===== config.mk =====
export PLATFORM = sky130hd
export DESIGN_NAME = serial_rx_fifo
export DESIGN_NICKNAME = d
export VERILOG_FILES = /design/src/rtl/srx_pkg.sv /design/src/rtl/srx_deframer.sv /design/src/rtl/srx_fifo.sv /design/src/rtl/srx_irq.sv /design/src/rtl/serial_rx_fifo.sv
export SDC_FILE = /design/constraint.sdc
export NUM_CORES = 1
export LEC_CHECK = 0
export ABC_AREA = 1
export BUFFER_PORTS_ARGS = -buffer_cell sky130_fd_sc_hd__buf_2
export CORE_ASPECT_RATIO = 0.9
export CORE_UTILIZATION = 45
export DETAILED_ROUTE_END_ITERATION = 8
export SYNTH_ARGS = -nofsm -noshare
export SYNTH_HDL_FRONTEND = slang
export SYNTH_SLANG_ARGS = --single-unit

===== constraint.sdc =====
create_clock -name clk -period 4.45 [get_ports clk]
set_clock_uncertainty 0.1 [all_clocks]
set_input_delay 0.6675 -clock clk [delete_from_list [all_inputs] [get_ports clk]]
set_output_delay 0.6675 -clock clk [all_outputs]
set_load 0.02 [all_outputs]

===== src/rtl/srx_pkg.sv =====
package srx_pkg;

   typedef struct packed {
      logic       brk;
      logic       par;
      logic       frm;
      logic [7:0] data;
   } srx_entry_t;

   typedef enum logic [2:0] {
      RX_IDLE, RX_START, RX_DATA, RX_PAR, RX_STOP, RX_WAIT_HIGH
   } srx_state_t;

   // Bits in one character: start + data + parity + stop(s)
   function automatic logic [3:0] srx_char_bits(input logic [1:0] ws,
                                                 input logic pe,
                                                 input logic ts);
      return 4'd7 + {2'b00, ws} + {3'b000, pe} + {3'b000, ts};
   endfunction

endpackage


===== src/rtl/srx_deframer.sv =====
module srx_deframer
   import srx_pkg::*;
#(
   parameter int OS          = 16,
   parameter int SYNC_STAGES = 2
) (
   input  logic       clk,
   input  logic       rst_n,
   input  logic       tick,
   input  logic       en,
   input  logic       line,
   input  logic [1:0] wsize,
   input  logic       par_en,
   input  logic       par_even,
   input  logic       two_stop,
   output logic       push,
   output srx_entry_t entry
);
   localparam int CNTW = $clog2(OS);
   localparam logic [CNTW-1:0] LAST_TICK = CNTW'(OS - 1);
   localparam logic [CNTW-1:0] MID_TICK  = CNTW'(OS / 2 - 1);

   if (OS < 4 || (OS % 2) != 0) begin : g_bad_os
      $error("OS must be even and at least 4");
   end
   if (SYNC_STAGES < 1) begin : g_bad_sync
      $error("SYNC_STAGES must be at least 1");
   end

   logic ln;
   if (SYNC_STAGES == 1) begin : g_sync1
      logic sq;
      always_ff @(posedge clk or negedge rst_n)
         if (!rst_n) sq <= 1'b1;
         else        sq <= line;
      assign ln = sq;
   end else begin : g_syncn
      logic [SYNC_STAGES-1:0] sq;
      always_ff @(posedge clk or negedge rst_n)
         if (!rst_n) sq <= '1;
         else        sq <= {sq[SYNC_STAGES-2:0], line};
      assign ln = sq[SYNC_STAGES-1];
   end

   srx_state_t      state;
   logic [CNTW-1:0] cnt;
   logic [2:0]      bitn;
   logic [7:0]      sh;
   logic            all_low, parbit, stop2, stop_bad;

   logic [2:0] last_bit;
   logic [7:0] data_al;
   logic       stop_bad_n, all_low_n, perr, at_end;

   always_comb begin
      last_bit = {1'b0, wsize} + 3'd4;
      case (wsize)
         2'd0:    data_al = {3'b000, sh[7:3]};
         2'd1:    data_al = {2'b00,  sh[7:2]};
         2'd2:    data_al = {1'b0,   sh[7:1]};
         default: data_al = sh;
      endcase
      stop_bad_n = stop_bad | ~ln;
      all_low_n  = all_low & ~ln;
      perr       = (^data_al) ^ parbit ^ ~par_even;
      at_end     = tick && (cnt == LAST_TICK);
   end

   always_ff @(posedge clk or negedge rst_n) begin
      if (!rst_n) begin
         state    <= RX_IDLE;
         cnt      <= '0;
         bitn     <= '0;
         sh       <= '0;
         all_low  <= 1'b0;
         parbit   <= 1'b0;
         stop2    <= 1'b0;
         stop_bad <= 1'b0;
         push     <= 1'b0;
         entry    <= '0;
      end else begin
         push <= 1'b0;
         if (!en) begin
            state <= RX_IDLE;
         end else begin
            case (state)
               RX_IDLE:
                  if (tick && !ln) begin
                     state <= RX_START;
                     cnt   <= '0;
                  end
               RX_START:
                  if (tick) begin
                     if (cnt == MID_TICK) begin
                        if (ln) begin
                           state <= RX_IDLE;
                        end else begin
                           state   <= RX_DATA;
                           cnt     <= '0;
                           bitn    <= '0;
                           sh      <= '0;
                           all_low <= 1'b1;
                        end
                     end else begin
                        cnt <= cnt + 1'b1;
                     end
                  end
               RX_DATA:
                  if (at_end) begin
                     cnt     <= '0;
                     sh      <= {ln, sh[7:1]};
                     all_low <= all_low_n;
                     if (bitn == last_bit) begin
                        state    <= par_en ? RX_PAR : RX_STOP;
                        stop2    <= 1'b0;
                        stop_bad <= 1'b0;
                     end else begin
                        bitn <= bitn + 1'b1;
                     end
                  end else if (tick) begin
                     cnt <= cnt + 1'b1;
                  end
               RX_PAR:
                  if (at_end) begin
                     cnt     <= '0;
                     parbit  <= ln;
                     all_low <= all_low_n;
                     state   <= RX_STOP;
                  end else if (tick) begin
                     cnt <= cnt + 1'b1;
                  end
               RX_STOP:
                  if (at_end) begin
                     cnt <= '0;
                     if (two_stop && !stop2) begin
                        stop2    <= 1'b1;
                        stop_bad <= stop_bad_n;
                        all_low  <= all_low_n;
                     end else begin
                        push <= 1'b1;
                        if (all_low_n) begin
                           entry <= '{brk: 1'b1, par: 1'b0, frm: 1'b0, data: 8'h00};
                           state <= RX_WAIT_HIGH;
                        end else begin
                           entry <= '{brk: 1'b0, par: par_en & perr,
                                      frm: stop_bad_n, data: data_al};
                           state <= stop_bad_n ? RX_WAIT_HIGH : RX_IDLE;
                        end
                     end
                  end else if (tick) begin
                     cnt <= cnt + 1'b1;
                  end
               default:
                  if (tick && ln) state <= RX_IDLE;
            endcase
         end
      end
   end

   assert_dis_no_push_R8: assert property (@(posedge clk) disable iff (!rst_n)
      !en |=> !push);
   assert_break_zero_R4: assert property (@(posedge clk) disable iff (!rst_n)
      (push && entry.brk) |-> (entry.data == 8'h00 && !entry.frm && !entry.par));
   assert_push_pulse_R3: assert property (@(posedge clk) disable iff (!rst_n)
      push |=> !push);

endmodule


===== src/rtl/srx_fifo.sv =====
module srx_fifo #(
   parameter int W     = 11,
   parameter int DEPTH = 8,
   localparam int CW   = $clog2(DEPTH + 1)
) (
   input  logic          clk,
   input  logic          rst_n,
   input  logic          push,
   input  logic [W-1:0]  din,
   input  logic          rd,
   input  logic          clr,
   output logic [W-1:0]  dout,
   output logic [CW-1:0] count,
   output logic          empty,
   output logic          full,
   output logic          ovr,
   output logic          pop_ok
);
   localparam int AW = $clog2(DEPTH);

   if (DEPTH < 2 || (DEPTH & (DEPTH - 1)) != 0) begin : g_bad_depth
      $error("DEPTH must be a power of two, at least 2");
   end

   logic [AW-1:0] wp, rp;
   logic [W-1:0]  mem [DEPTH];
   logic          push_ok;

   assign empty   = (count == '0);
   assign full    = (count == CW'(DEPTH));
   assign pop_ok  = rd && !empty && !clr;
   assign push_ok = push && !clr && (!full || pop_ok);
   assign dout    = mem[rp];

   for (genvar i = 0; i < DEPTH; i++) begin : g_slot
      always_ff @(posedge clk)
         if (push_ok && wp == AW'(i)) mem[i] <= din;
   end

   always_ff @(posedge clk or negedge rst_n) begin
      if (!rst_n) begin
         wp    <= '0;
         rp    <= '0;
         count <= '0;
         ovr   <= 1'b0;
      end else if (clr) begin
         wp    <= '0;
         rp    <= '0;
         count <= '0;
         ovr   <= 1'b0;
      end else begin
         if (push_ok) wp <= wp + 1'b1;
         if (pop_ok)  rp <= rp + 1'b1;
         count <= count + CW'(push_ok) - CW'(pop_ok);
         if (rd)                ovr <= 1'b0;
         else if (push && full) ovr <= 1'b1;
      end
   end

   assert_count_bound_R5: assert property (@(posedge clk) disable iff (!rst_n)
      count <= CW'(DEPTH));
   assert_drop_keeps_count_R6: assert property (@(posedge clk) disable iff (!rst_n)
      (push && full && !rd && !clr) |=> (count == $past(count)));
   assert_ovr_set_R6: assert property (@(posedge clk) disable iff (!rst_n)
      (push && full && !rd && !clr) |=> ovr);
   assert_clear_empties_R7: assert property (@(posedge clk) disable iff (!rst_n)
      clr |=> (empty && !ovr));

endmodule


===== src/rtl/srx_irq.sv =====
module srx_irq
   import srx_pkg::*;
#(
   parameter int OS         = 16,
   parameter int CW         = 4,
   parameter int IDLE_CHARS = 4,
   localparam int TOW       = $clog2(12 * OS * IDLE_CHARS + 1)
) (
   input  logic          clk,
   input  logic          rst_n,
   input  logic          tick,
   input  logic [CW-1:0] count,
   input  logic [CW-1:0] trig,
   input  logic          empty,
   input  logic          head_err,
   input  logic          ovr,
   input  logic          activity,
   input  logic [1:0]    wsize,
   input  logic          par_en,
   input  logic          two_stop,
   input  logic          en_thr,
   input  logic          en_err,
   input  logic          en_to,
   output logic          irq_thr,
   output logic          irq_err,
   output logic          irq_to
);
   if (IDLE_CHARS < 1) begin : g_bad_idle
      $error("IDLE_CHARS must be at least 1");
   end

   logic [TOW-1:0] idle_cnt, limit;

   assign limit = TOW'(srx_char_bits(wsize, par_en, two_stop)) * TOW'(OS * IDLE_CHARS);

   always_ff @(posedge clk or negedge rst_n) begin
      if (!rst_n)                   idle_cnt <= '0;
      else if (activity || empty)   idle_cnt <= '0;
      else if (tick && idle_cnt < limit) idle_cnt <= idle_cnt + 1'b1;
   end

   assign irq_thr = en_thr && (count >= trig);
   assign irq_err = en_err && (ovr || (!empty && head_err));
   assign irq_to  = en_to && !empty && (idle_cnt >= limit);

   assert_to_cleared_R11: assert property (@(posedge clk) disable iff (!rst_n)
      activity |=> !irq_to);
   assert_to_needs_quiet_R11: assert property (@(posedge clk) disable iff (!rst_n)
      $rose(irq_to) |-> ($past(!activity) && $past(!empty)));

endmodule


===== src/rtl/serial_rx_fifo.sv =====
module serial_rx_fifo
   import srx_pkg::*;
#(
   parameter int OS          = 16,
   parameter int DEPTH       = 8,
   parameter int SYNC_STAGES = 2,
   parameter int IDLE_CHARS  = 4,
   localparam int CW         = $clog2(DEPTH + 1)
) (
   input  logic          clk,
   input  logic          rst_n,
   input  logic          os_tick,
   input  logic          rx_en,
   input  logic          rx_line,
   input  logic [1:0]    cfg_wsize,
   input  logic          cfg_par_en,
   input  logic          cfg_par_even,
   input  logic          cfg_two_stop,
   input  logic          fifo_clr,
   input  logic          rd_strobe,
   input  logic [CW-1:0] trig_level,
   input  logic          irq_en_thr,
   input  logic          irq_en_err,
   input  logic          irq_en_to,
   output logic [7:0]    rd_data,
   output logic          st_avail,
   output logic          st_ovr,
   output logic          st_frm,
   output logic          st_par,
   output logic          st_brk,
   output logic [CW-1:0] fifo_count,
   output logic          irq_thr,
   output logic          irq_err,
   output logic          irq_to
);
   localparam int EW = $bits(srx_entry_t);

   logic       push, empty, full, pop_ok;
   srx_entry_t new_e, head;
   logic [EW-1:0] head_raw;

   srx_deframer #(.OS(OS), .SYNC_STAGES(SYNC_STAGES)) u_deframe (
      .clk(clk), .rst_n(rst_n), .tick(os_tick), .en(rx_en), .line(rx_line),
      .wsize(cfg_wsize), .par_en(cfg_par_en), .par_even(cfg_par_even),
      .two_stop(cfg_two_stop), .push(push), .entry(new_e)
   );

   srx_fifo #(.W(EW), .DEPTH(DEPTH)) u_fifo (
      .clk(clk), .rst_n(rst_n), .push(push), .din(new_e), .rd(rd_strobe),
      .clr(fifo_clr), .dout(head_raw), .count(fifo_count), .empty(empty),
      .full(full), .ovr(st_ovr), .pop_ok(pop_ok)
   );

   assign head     = empty ? '0 : srx_entry_t'(head_raw);
   assign rd_data  = head.data;
   assign st_frm   = head.frm;
   assign st_par   = head.par;
   assign st_brk   = head.brk;
   assign st_avail = !empty;

   srx_irq #(.OS(OS), .CW(CW), .IDLE_CHARS(IDLE_CHARS)) u_irq (
      .clk(clk), .rst_n(rst_n), .tick(os_tick), .count(fifo_count),
      .trig(trig_level), .empty(empty),
      .head_err(head.frm | head.par | head.brk), .ovr(st_ovr),
      .activity(push | pop_ok | fifo_clr), .wsize(cfg_wsize),
      .par_en(cfg_par_en), .two_stop(cfg_two_stop), .en_thr(irq_en_thr),
      .en_err(irq_en_err), .en_to(irq_en_to), .irq_thr(irq_thr),
      .irq_err(irq_err), .irq_to(irq_to)
   );

endmodule


* Word level (Yosys, flattened, before mapping)
Memories as Yosys holds them, arrays and structs flattened.
Index checks and enable logic that the tools add are counted.
W data, S select, Z words.
** Operators by class
- Magnitude comparators :: 3
- Eq/ne operators :: 38
- Reductions and logical operators :: 61
- Mux-type cells :: 102
- Bitwise operators :: 12
- $add $sub $neg :: 11
** Operators with widths (count)
- $mux W11 :: 9
- $mux W3 :: 29
- $reduce_or A11 Y1 :: 7
- $mux W1 :: 42
- $mux W8 :: 4
- $mux W4 :: 7
- $pmux W8 S3 :: 1
- $logic_and A1 B1 Y1 :: 23
- $mux W10 :: 2
- $ne A3 B2 Y1 const B :: 6
- $reduce_and A6 Y1 :: 3
- $pmux W8 S2 :: 1
- $eq A3 B3 Y1 const B :: 5
- $pmux W3 S5 :: 1
- $ne A2 B1 Y1 const B :: 7
- $add A4 B1 Y4 :: 3
- $eq A3 B2 Y1 const B :: 4
- $pmux W4 S3 :: 1
- $add A10 B1 Y10 const B :: 1
- $ge A10 B10 Y1 :: 1
- $lt A10 B10 Y1 :: 1
- $reduce_bool A2 Y1 :: 5
- $add A3 B1 Y3 const B :: 3
- $ne A3 B3 Y1 const B :: 3
- other kinds (36) :: 58
** Word-level totals
- Bits in writable memories :: 88
- Bits in registers :: 57
- Bits of input ports :: 19
- Memories :: 1
** Memories
- u_fifo.mem :: words 8, width 11, rd ports 1, clocked after Yosys merged registers in 0, write ports 1, line srx_fifo.sv:26 : logic [W-1:0] mem [DEPTH];

* Depth between registers and ports, before layout
Gate-level depths: netlist of run 1.
- Depth after elaboration :: 17
- Mapped depth :: 19
- Mapped depth without buffers :: 18

* By module
From an unflattened synthesis of run 1, not the netlist that was laid out.
** Second synthesis, totals
- Cell total of the unflattened synthesis :: 817
- Area total of the unflattened synthesis :: 7563.5 um2
** Modules (own cells, without submodules)
- srx_fifo :: times used 1, cells each 362, sequential area each 2917.8 um2, area each 4280.4 um2
- srx_deframer :: times used 1, cells each 293, sequential area each 903.4 um2, area each 2173.3 um2
- srx_irq :: times used 1, cells each 134, sequential area each 250.2 um2, area each 963.4 um2
- serial_rx_fifo :: times used 1, cells each 28, sequential area each 0.0 um2, area each 146.4 um2

* Worst setup path before layout of run 1
OpenSTA, ideal clock, no wires.
- Kind :: input to output
- Start point :: input cfg_wsize[0]
- End point :: output irq_to
- Arrival :: 2841 ps
- Cell stages on the path :: 15
- Slack :: 842 ps
- Buffers on the path :: 1
- Cells stage by stage :: clkbuf_2 inv_2 ha_1 inv_1 ha_1 inv_1 fa_1 xnor2_1 ha_1 nand2_1 inv_1 nand3_1 nor3_1 a41oi_1 nor2_1
** Between the ends
- Cells in the longest elaborated chain, start to end :: 5
** RTL lines
- start: declaration :: line serial_rx_fifo.sv:15 : input logic [1:0] cfg_wsize,
- $add A3 B2 Y4 :: line srx_pkg.sv:18 : return 4'd7 + {2'b00, ws} + {3'b000, pe} + {3'b000, ts};
- $add A4 B1 Y4 (2 in a row) :: line srx_pkg.sv:18
- $ge A10 B10 Y1 :: line srx_irq.sv:44 : assign irq_to = en_to && !empty && (idle_cnt >= limit);
- $logic_and A1 B1 Y1 :: line srx_irq.sv:44
- end: declaration :: line serial_rx_fifo.sv:34 : output logic irq_to
No other way between the ends.

* Final worst setup path of run 1
Ends and elaborated chain as after synthesis.

==> impl_metrics.tcl, run 1 <==
set metrics [dict create \
    die-area_sq_um 16300 \
    synth_top_area_share_pct 37.1 \
    synth_top_area_cell "edfxtp_1" \
    end_kind "output pin" \
    initial_core_util_pct 46.2 \
    fin_area_sq_um 8160 \
    drv_slew 0 \
    status "finished clean" \
    max_cap_violations 0 \
    critPathRequiredTime_ns 3.68 \
    port_buffers 38 \
    grt_max_degree 47 \
    post_cts_buffers 0 \
    numCtsBuffers 17 \
    row_count 43 \
    p_leak_nw 3.42 \
    cp_max_fo 16 \
    hold_viol_final 0 \
    pwr-share-comb_pct 29.1 \
    register_area_sq_um 4070 \
    clkTransAtPathRegs_ns 0.06 \
    post_cts_resized 0 \
    tightest_slew_ns 0.766 \
    worstPathArrival_ns 3.22 \
    area_growth_pct 14.4 \
    startpoint_type "input pin" \
    period_minus_slack_ns 3.98 \
    via_count 5178 \
    grt.met1_usage_pct 25.6 \
    syn_inst 739 \
    drt-total-wl_microns 14900 \
    setup_viol 0 \
    gp_congestion 0.927 \
    boundaryPins 39 \
    ant_nets 0 \
    max_slew_margin_pct 48.8 \
    core_sq_um 15400 \
    synth_area_leaders "edfxtp_1, dfrtp_1, o21ai_0" \
    layout.nets 835 \
    ys_seq_elements 145 \
    power.share.clock_pct 33.7 \
    grtUsageMet3_pct 4.26 \
    met2_usage_pct 34.4 \
    grt_pass1_wl_microns 25100 \
    drt_first_pass_iters 4 \
    syn_avg_cell_area_sq_um 9.65 \
    postSynth.asyncResetShare_pct 39.3 \
    top_usage_layer "met2" \
    internal_power_mw 2.80 \
    min_path_type "in -> async" \
    synth_warnings 0 \
    cts_root_buffer "clkbuf_16" \
    vias_per_cell 5.18 \
    die_y_microns 121 \
    p_seq_share_pct 37.2 \
    antenna_cells 0 \
    drc 0 \
    insertion_delay_ns 0.41 \
    grt_setup_unrepaired "false" \
    cts_tree "done" \
    synth_nets 789 \
    die_w_microns 135 \
    vdd_drop_max_mv 0.284 \
    netlist_area_sq_um 7130 \
    gr-usage-all-layers_pct 20.0 \
    ys_types 46 \
    setup-tns-final_ns 0 \
    drt_iter0_markers 319 \
    p_per_area_nw_per_um2 526 \
    crit_start "cfg_wsize[0]" \
    grt_pass1_vias 5000 \
    ys_seq_area_share_pct 57.1 \
    switchingPower_mw 1.49 \
    wl_per_cell_microns 14.9 \
    num-fill-cells 1392 \
    p_sw_share_pct 34.8 \
    place_hpwl_microns 10100 \
    cts_hold_buffers 0 \
    reg2reg_from "u_fifo.count[2]$_DFF_PN0_" \
    synth-edff-count 88 \
    grt-ovfl-total 0 \
    clock_path_buffers 2 \
    ys.flop_type "edfxtp_1" \
    fmax_mhz 251 \
    yosys-top-cells-count "nand2_1, nor2_1, o21ai_0" \
    antenna_found_initial 0 \
    finalCritPeriodShare_pct 89.5 \
    cts.sinks 145 \
    crit_type "in -> out" \
    final_layout_size_suffix_gt1_share_pct 13.2 \
    placed_area_sq_um 7550 \
    multi_input_area_sq_um 2600 \
    h-tree-depth 4 \
]
power by group through the flow:
| stage | logic [mW] | clock network [mW] | registers, mW |
|---|---|---|---|
| floorplan | 0.907 | 0 | 1.61 |
| global placement | 1.24 | 0 | 1.62 |
| detailed placement | 1.26 | 0 | 1.62 |
| CTS | 1.27 | 1.47 | 1.59 |
| global route | 1.44 | 1.53 | 1.61 |
| finish | 1.25 | 1.45 | 1.59 |
state kept, by name, indices dropped and copies added (netlist names), 2 cells and up:
register and cells:
u_irq.idle_cnt 10, u_fifo.wp 3, u_fifo.mem 88, u_deframe.g_syncn.sq 2
u_fifo.rp 3, u_deframe.bitn 3, u_fifo.count 4, u_deframe.entry 11
u_deframe.cnt 4, u_deframe.sh 8, u_deframe.state 3
worst max-delay path, cell delays in order:
cell,delay (ns)
buf_2,0.25
inv_2,0.13
ha_1,0.30
inv_1,0.06
ha_1,0.15
inv_1,0.05
fa_1,0.37
xnor2_1,0.14
ha_1,0.29
nand2_1,0.05
inv_1,0.07
nand3_1,0.07
nor3_1,0.15
a41oi_1,0.18
nor2_1,0.11
buf_2,0.17
layout make-up:
cell class / count / area share [%]
timing repair buffer: 50 / 3.44
clock inverter: 14 / 2.21
inverter: 92 / 4.23
multi-input combinational: 479 / 31.8
clock buffer: 18 / 5.26
sequential: 145 / 49.9
tap: 202 / 3.10
path summary, 6_finish.rpt:
check                                                    endpoint  slack [ns]  depth (start not counted)
worst max-delay path                                       irq_to        0.47                         16
worst min-delay path               u_deframe.stop_bad$_DFFE_PN0P_        0.16                          1
worst max register to register         u_fifo.mem[7][1]$_DFFE_PP_        1.86                         10
worst min register to register  u_deframe.g_syncn.sq[1]$_DFF_PN1_        0.26                          0
max in group asynchronous          u_deframe.entry[5]$_DFFE_PN0P_        3.25                          2
min in group clk                u_deframe.g_syncn.sq[0]$_DFF_PN1_        0.25                          1
through the flow:
| stage | utilization, % | hold slack (ns) | setup slack (ns) | power, mW | instances |
|---|---|---|---|---|---|
| 6_report | 52.8 | 0.162 | 0.467 | 4.29 | 1000 |
| 5_1_grt | 52.8 | 0.216 | 0.238 | 4.57 | 1000 |
| 2_1_floorplan | - | 0.245 | 0.842 | 2.52 | 739 |
| 3_5_place_dp | 48.9 | 0.249 | 0.509 | 2.88 | 968 |
| 3_3_place_gp | 48.9 | 0.247 | 0.580 | 2.85 | 968 |
| 4_1_cts | 52.8 | 0.174 | 0.509 | 4.34 | 1000 |
layout by cell type (no fill, tap or decap), types with 3 or more instances in the layout:
| master | instances |
|---|---|
| a21oi_1 | 18 |
| a31oi_1 | 9 |
| buf_2 | 38 |
| buf_4 | 12 |
| bufinv_16 | 3 |
| clkbuf_16 | 17 |
| clkinv_4 | 3 |
| dfrtp_1 | 55 |
| edfxtp_1 | 88 |
| ha_1 | 29 |
| inv_1 | 84 |
| inv_2 | 7 |
| nand2_1 | 97 |
| nand2_2 | 5 |
| nand3_1 | 50 |
| nand4_1 | 5 |
| nor2_1 | 97 |
| nor3_1 | 16 |
| o21a_1 | 4 |
| o21ai_0 | 89 |
| o21ai_1 | 14 |
| o221ai_1 | 3 |
| o22ai_1 | 13 |
| xor2_1 | 4 |
layer usage:
metal / up-vias / routed length (microns) / part of all wire (%)
li1: 2637 / - / -
met1: 2444 / 6800 / 46
met2: 93 / 7500 / 50
met3: 4 / 554 / 3.7
met4: 0 / 53 / 0.36
met5: - / 0 / 0
kinds of logic (layout without fill, tap and decap cells):
family	Yosys count	after routing	synth area share (%)
flip-flops	145	145	57.1
AND/OR/NAND/NOR	281	281	17.5
buffers and inverters	115	174	6.46
AO/OA/AOI/OAI	162	162	12.7
XOR/XNOR	5	5	0.614
adder cells (fa/ha/maj)	31	31	5.65
Power figures use the tool's default switching activity.
==> run 2, diff against run 1 <==
- SKIP_CTS_REPAIR_TIMING: default -> 1
- SYNTH_HIERARCHICAL: default -> 1
==> run 2 against run 1 <==
  * The run now ends with DRC left
  * Count of clock-buffer cells in the layout did not move
  * Clock power fell by 9%
  * Fmax rose by 2.7%
  * First-iteration DRC count rose by 4.4%
  * Critical path depth did not move
  * Die area rose by 6.0%
  * Setup slack improved by 0.11 ns
  * Cell count rose by 7.5%
  * Utilization fell by 1.0 points
==> impl_metrics.tcl, run 2 <==
set metrics [dict create \
    status "finished, violations left" \
    violations "DRC" \
    drc 4 \
    clkTransAtPathRegs_ns 0.06 \
    top_usage_layer "met2" \
    crit_end "irq_to" \
    ant_nets 0 \
    cts_root_buffer "clkbuf_16" \
    synth_warnings 6 \
    worstPathArrival_ns 3.11 \
    die_w_microns 139 \
    cts.sinks 145 \
    max_cap_violations 0 \
    vdd_drop_max_mv 0.274 \
    synth_top_area_share_pct 34.9 \
    p_per_area_nw_per_um2 510 \
    finalCritPeriodShare_pct 87.1 \
    grt-ovfl-total 0 \
    clock_path_buffers 2 \
    wl_per_cell_microns 15.3 \
    largest_reg_flops 88 \
    drt-total-wl_microns 16400 \
    h-tree-depth 4 \
    fmax_mhz 258 \
    finish.utilization_pct 51.8 \
    ys_seq_elements 145 \
    area_growth_pct 11.6 \
    largest-register "u_fifo/mem" \
    ys_seq_area_share_pct 53.8 \
    crit_type "in -> out" \
    postSynth.asyncResetShare_pct 39.3 \
    max_slew_margin_pct 20.4 \
    antenna_cells 0 \
    die_y_microns 125 \
    cts_tree "done" \
    grt_setup_unrepaired "false" \
    layout_common_cells "nand2_1, nor2_1, edfxtp_1" \
    grtUsageMet3_pct 4.67 \
    cp_max_fo 18 \
    yosys-top-cells-count "nand2_1, nor2_1, edfxtp_1" \
    antenna_found_initial 0 \
    gr-usage-all-layers_pct 20.7 \
    vias_per_cell 5.25 \
    final_common_cell "nand2_1" \
    grt_max_degree 58 \
    end_kind "output pin" \
    gp_congestion 0.842 \
    ys_types 45 \
    tightest_slew_ns 1.19 \
    register_area_sq_um 4070 \
    num-fill-cells 1485 \
    initial_core_util_pct 46.4 \
    startpoint_type "input pin" \
    synth_nets 865 \
    port_buffers 38 \
    place_hpwl_microns 11000 \
    syn_inst 817 \
    die-area_sq_um 17300 \
    layout.nets 904 \
    drv_slew 0 \
    grt_pass1_wl_microns 28000 \
    boundaryPins 39 \
    row_count 44 \
    hold_viol_final 0 \
    r2r_end "u_fifo/mem[5][8]$_DFFE_PP_" \
    placed_area_sq_um 7900 \
    numCtsBuffers 17 \
    min_path_type "in -> reg" \
    yosysMostFrequentCell "nand2_1" \
    regToRegSetupSlack_ns 1.97 \
    fin_area_sq_um 8440 \
    period_minus_slack_ns 3.88 \
    netlist_area_sq_um 7560 \
    synth_area_leaders "edfxtp_1, dfrtp_1, nand2_1" \
    synth_top_area_cell "edfxtp_1" \
    reg2reg_depth 7 \
    setup-tns-final_ns 0 \
    grt.met1_usage_pct 26.6 \
    p_leak_nw 3.72 \
    setup_viol 0 \
    reg2reg_from "u_fifo/count[2]$_DFF_PN0_" \
    crit_start "cfg_wsize[0]" \
    insertion_delay_ns 0.42 \
    grt_pass1_vias 5663 \
    final_layout_size_suffix_gt1_share_pct 16.5 \
    critPathRequiredTime_ns 3.68 \
    core_sq_um 16300 \
    met2_usage_pct 34.6 \
    synth-edff-count 88 \
    syn_avg_cell_area_sq_um 9.26 \
    via_count 5643 \
    whs_ns 0.242 \
    drt_iter0_markers 333 \
    top_regs "u_fifo/mem x88, u_deframe/entry x11, u_irq/idle_cnt x10" \
    multi_input_area_sq_um 2950 \
    drt_first_pass_iters 7 \
    ys.flop_type "edfxtp_1" \
]
## run 2: cell types whose count changed after synthesis, sizes merged, moves of 7 or more
| cell | delta |
|---|---|
| a21oi | -8 |
| nand4 | +10 |
| a31oi | -9 |
| nor2 | +24 |
| nor3 | -9 |
| inv | +7 |
| buf | +11 |
| nand2 | +71 |
| clkbuf | -9 |
## run 2: worst min path at each step
stage,startpoint,to,slack (ns),cells past startpoint
floorplan,u_deframe/g_syncn.sq[0]$_DFF_PN1_,u_deframe/g_syncn.sq[1]$_DFF_PN1_,0.25,0
global placement,u_deframe/g_syncn.sq[0]$_DFF_PN1_,u_deframe/g_syncn.sq[1]$_DFF_PN1_,0.25,0
detailed placement,u_deframe/g_syncn.sq[0]$_DFF_PN1_,u_deframe/g_syncn.sq[1]$_DFF_PN1_,0.25,0
CTS,rx_line,u_deframe/g_syncn.sq[0]$_DFF_PN1_,0.22,1
global route,rx_line,u_deframe/g_syncn.sq[0]$_DFF_PN1_,0.22,1
finish,rx_line,u_deframe/g_syncn.sq[0]$_DFF_PN1_,0.24,1
## run 2: critical path, cell delays in order
cell and delay, ns:
buf_2 0.28, inv_1 0.12, ha_1 0.30, inv_1 0.05
ha_1 0.13, inv_1 0.06, fa_1 0.40, xnor2_1 0.14
ha_1 0.30, nand2_1 0.08, inv_2 0.04, nand2_1 0.09
nand2_1 0.06, o21ai_1 0.15, nor2_1 0.05, buf_2 0.19
## run 2: metal layers
layer,up-vias,routed length (microns)
li1,2804,-
met1,2697,7400
met2,124,8060
met3,18,793
met4,0,167
met5,-,0
## run 2: cells by family after synthesis
family	count (synthesis)	share of synthesized area, %
muxes	1	0.132
and+or+nand+nor	384	24.1
adders and majority gates	29	5.00
DFF	145	53.8
xor gates and xnor gates	5	0.579
AOI/OAI and AO/OA	130	9.18
buffers and inverters	123	7.20
## run 2: layout make-up
class                   instances  area share (%)
clock buffers                  18            5.08
clock inverters                13            1.33
well taps                     207            3.07
repair buffers                 45            2.87
multi-input cells             549            34.9
inverters                      98            4.51
flip-flops and latches        145            48.2
## run 2: power by group
group	switching, mW	internal [mW]	total, mW
clock	0.552	0.763	1.32
combinational	0.917	0.453	1.37
sequential	0.120	1.50	1.62
## run 2: through the flow
step,setup slack [ns],std cells,power (mW)
after CTS,0.587,1075,4.36
final,0.573,1075,4.31
after global routing,0.375,1075,4.61
after floorplan,1.10,817,2.69
after global placement,0.641,1044,2.98
after detailed placement,0.599,1044,3.02
==> run 3, diff against run 2 <==
- CELL_PAD_IN_SITES_DETAIL_PLACEMENT: default -> 1
- CELL_PAD_IN_SITES_GLOBAL_PLACEMENT: default -> 1
- PLACE_DENSITY_LB_ADDON: default -> 0.3
==> run 3 against run 2 <==
  * The flow still finishes with violations (DRC)
  * Non-clock buffer count is 2 lower
  * Via count up 3.3%
  * Cell count barely moved
  * Setup slack lost 0.063 ns
  * First-iteration DRC count down 7.5%
  * Critical path depth did not move
  * Wire length up 19%
  * Die area did not move
  * Sequential power barely moved
  * Sequential share of layout area about the same
  * Largest cell class unchanged
==> impl_metrics.tcl, run 3 (same netlist as run 2, synthesis figures left out) <==
set metrics [dict create \
    status "finished, violations left" \
    violations "DRC" \
    boundaryPins 39 \
    layout_common_cells "nand2_1, nor2_1, edfxtp_1" \
    cts.sinks 145 \
    via_count 5828 \
    setup-tns-final_ns 0 \
    insertion_delay_ns 0.43 \
    largest_reg_flops 88 \
    p_leak_nw 3.72 \
    tightest_slew_ns 1.24 \
    antenna_found_initial 0 \
    finalCritPeriodShare_pct 88.5 \
    crit_type "in -> out" \
    die_y_microns 125 \
    place_hpwl_microns 13100 \
    end_kind "output pin" \
    port_buffers 38 \
    drt-total-wl_microns 19500 \
    cts_root_buffer "clkbuf_16" \
    finish.utilization_pct 51.8 \
    final_layout_size_suffix_gt1_share_pct 16.4 \
    max_cap_violations 0 \
    p_per_area_nw_per_um2 527 \
    m1WireLength_microns 8270 \
    startpoint_type "input pin" \
    drt_first_pass_iters 7 \
    final_common_cell "nand2_1" \
    crit_start "cfg_wsize[0]" \
    gr-usage-all-layers_pct 24.1 \
    max_slew_margin_pct 17.0 \
    whs_ns 0.107 \
    gp_congestion 0.809 \
    clock_path_buffers 2 \
    placed_area_sq_um 7890 \
    grt_pass1_wl_microns 32100 \
    total_power_mw 4.45 \
    met3WireLength_microns 665 \
    routed.top_layer "met4" \
    layout_setup_ws_ns 0.510 \
    grt_setup_unrepaired "false" \
    largest-register "u_fifo/mem" \
    core_sq_um 16300 \
    cp_max_fo 18 \
    worstPathArrival_ns 3.17 \
    reg2reg_depth 7 \
    row_count 44 \
    die-area_sq_um 17300 \
    regToRegSetupSlack_ns 1.81 \
    drt_iter0_markers 308 \
    wl_per_cell_microns 18.1 \
    r2r_end "u_fifo/mem[4][4]$_DFFE_PP_" \
    area_growth_pct 11.7 \
    hold_viol_final 0 \
    vdd_drop_max_mv 0.295 \
    vias_per_cell 5.43 \
    fin_area_sq_um 8450 \
    numCtsBuffers 17 \
    fmax_mhz 254 \
    cts_tree "done" \
    drv_slew 0 \
    dp_cells 1042 \
    grt_max_degree 47 \
    ant_nets 0 \
    layout.nets 902 \
    reg2reg_from "u_fifo/count[2]$_DFF_PN0_" \
    critPathRequiredTime_ns 3.68 \
    place_ws_ns 0.483 \
    crit_end "irq_to" \
    period_minus_slack_ns 3.94 \
    h-tree-depth 4 \
    drc 4 \
    final_cells 1074 \
    min_path_type "in -> async" \
    grt_pass1_vias 6231 \
    num-fill-cells 1875 \
    dr_wl_met2_microns 10200 \
    top_regs "u_fifo/mem x88, u_deframe/entry x11, u_irq/idle_cnt x10" \
    die_w_microns 139 \
    grt-ovfl-total 0 \
    antenna_cells 0 \
    clkTransAtPathRegs_ns 0.06 \
    setup_viol 0 \
    initial_core_util_pct 46.4 \
]
run 3: cell count changes in the layout (fill, tap and decap cells not counted), sizes merged:
cell / change
inv: +3
buf: -2
clkinvlp: -2
clkbuf: +1
clkinv: -1
run 3: cell type report:
| class | count | area [sq um] | share of cell area (%) |
|---|---|---|---|
| Inverter | 98 | 380 | 4.50 |
| Multi-Input combinational cell | 549 | 2950 | 34.9 |
| Timing Repair Buffer | 43 | 228 | 2.70 |
| Clock inverter | 13 | 126 | 1.50 |
| Sequential cell | 145 | 4070 | 48.2 |
| Clock buffer | 19 | 433 | 5.13 |
| Tap cell | 207 | 259 | 3.07 |
run 3: worst min-delay path by stage:
stage / from / to / depth (start not counted)
after global routing: rst_n / u_fifo/ovr$_DFFE_PN0P_ / 1
after floorplan: u_deframe/g_syncn.sq[0]$_DFF_PN1_ / u_deframe/g_syncn.sq[1]$_DFF_PN1_ / 0
after global placement: u_deframe/g_syncn.sq[0]$_DFF_PN1_ / u_deframe/g_syncn.sq[1]$_DFF_PN1_ / 0
final: rst_n / u_fifo/count[2]$_DFF_PN0_ / 1
after CTS: rst_n / u_fifo/ovr$_DFFE_PN0P_ / 1
after detailed placement: u_deframe/g_syncn.sq[0]$_DFF_PN1_ / u_deframe/g_syncn.sq[1]$_DFF_PN1_ / 0
run 3: critical path, cell delays in order:
cell	delay [ns]
buf_2	0.30
inv_1	0.12
ha_1	0.30
inv_1	0.06
ha_1	0.13
inv_1	0.07
fa_1	0.40
xnor2_1	0.21
ha_1	0.27
nand2_1	0.08
inv_2	0.04
nand2_1	0.08
nand2_1	0.06
o21ai_1	0.14
nor2_1	0.06
buf_2	0.19
run 3: layer usage:
layer	up-vias	track usage, %
met5	-	0
met4	0	8.24
met3	28	5.32
met2	107	43.3
met1	2896	28.7
li1	2797	-
run 3: where the power goes:
part	total, mW	leakage (nW)	switching (mW)	internal, mW
Sequential	1.64	1.58	0.141	1.50
Combinational	1.43	1.87	0.976	0.453
Clock	1.38	0.269	0.601	0.779
Total	4.45	3.72	1.72	2.73
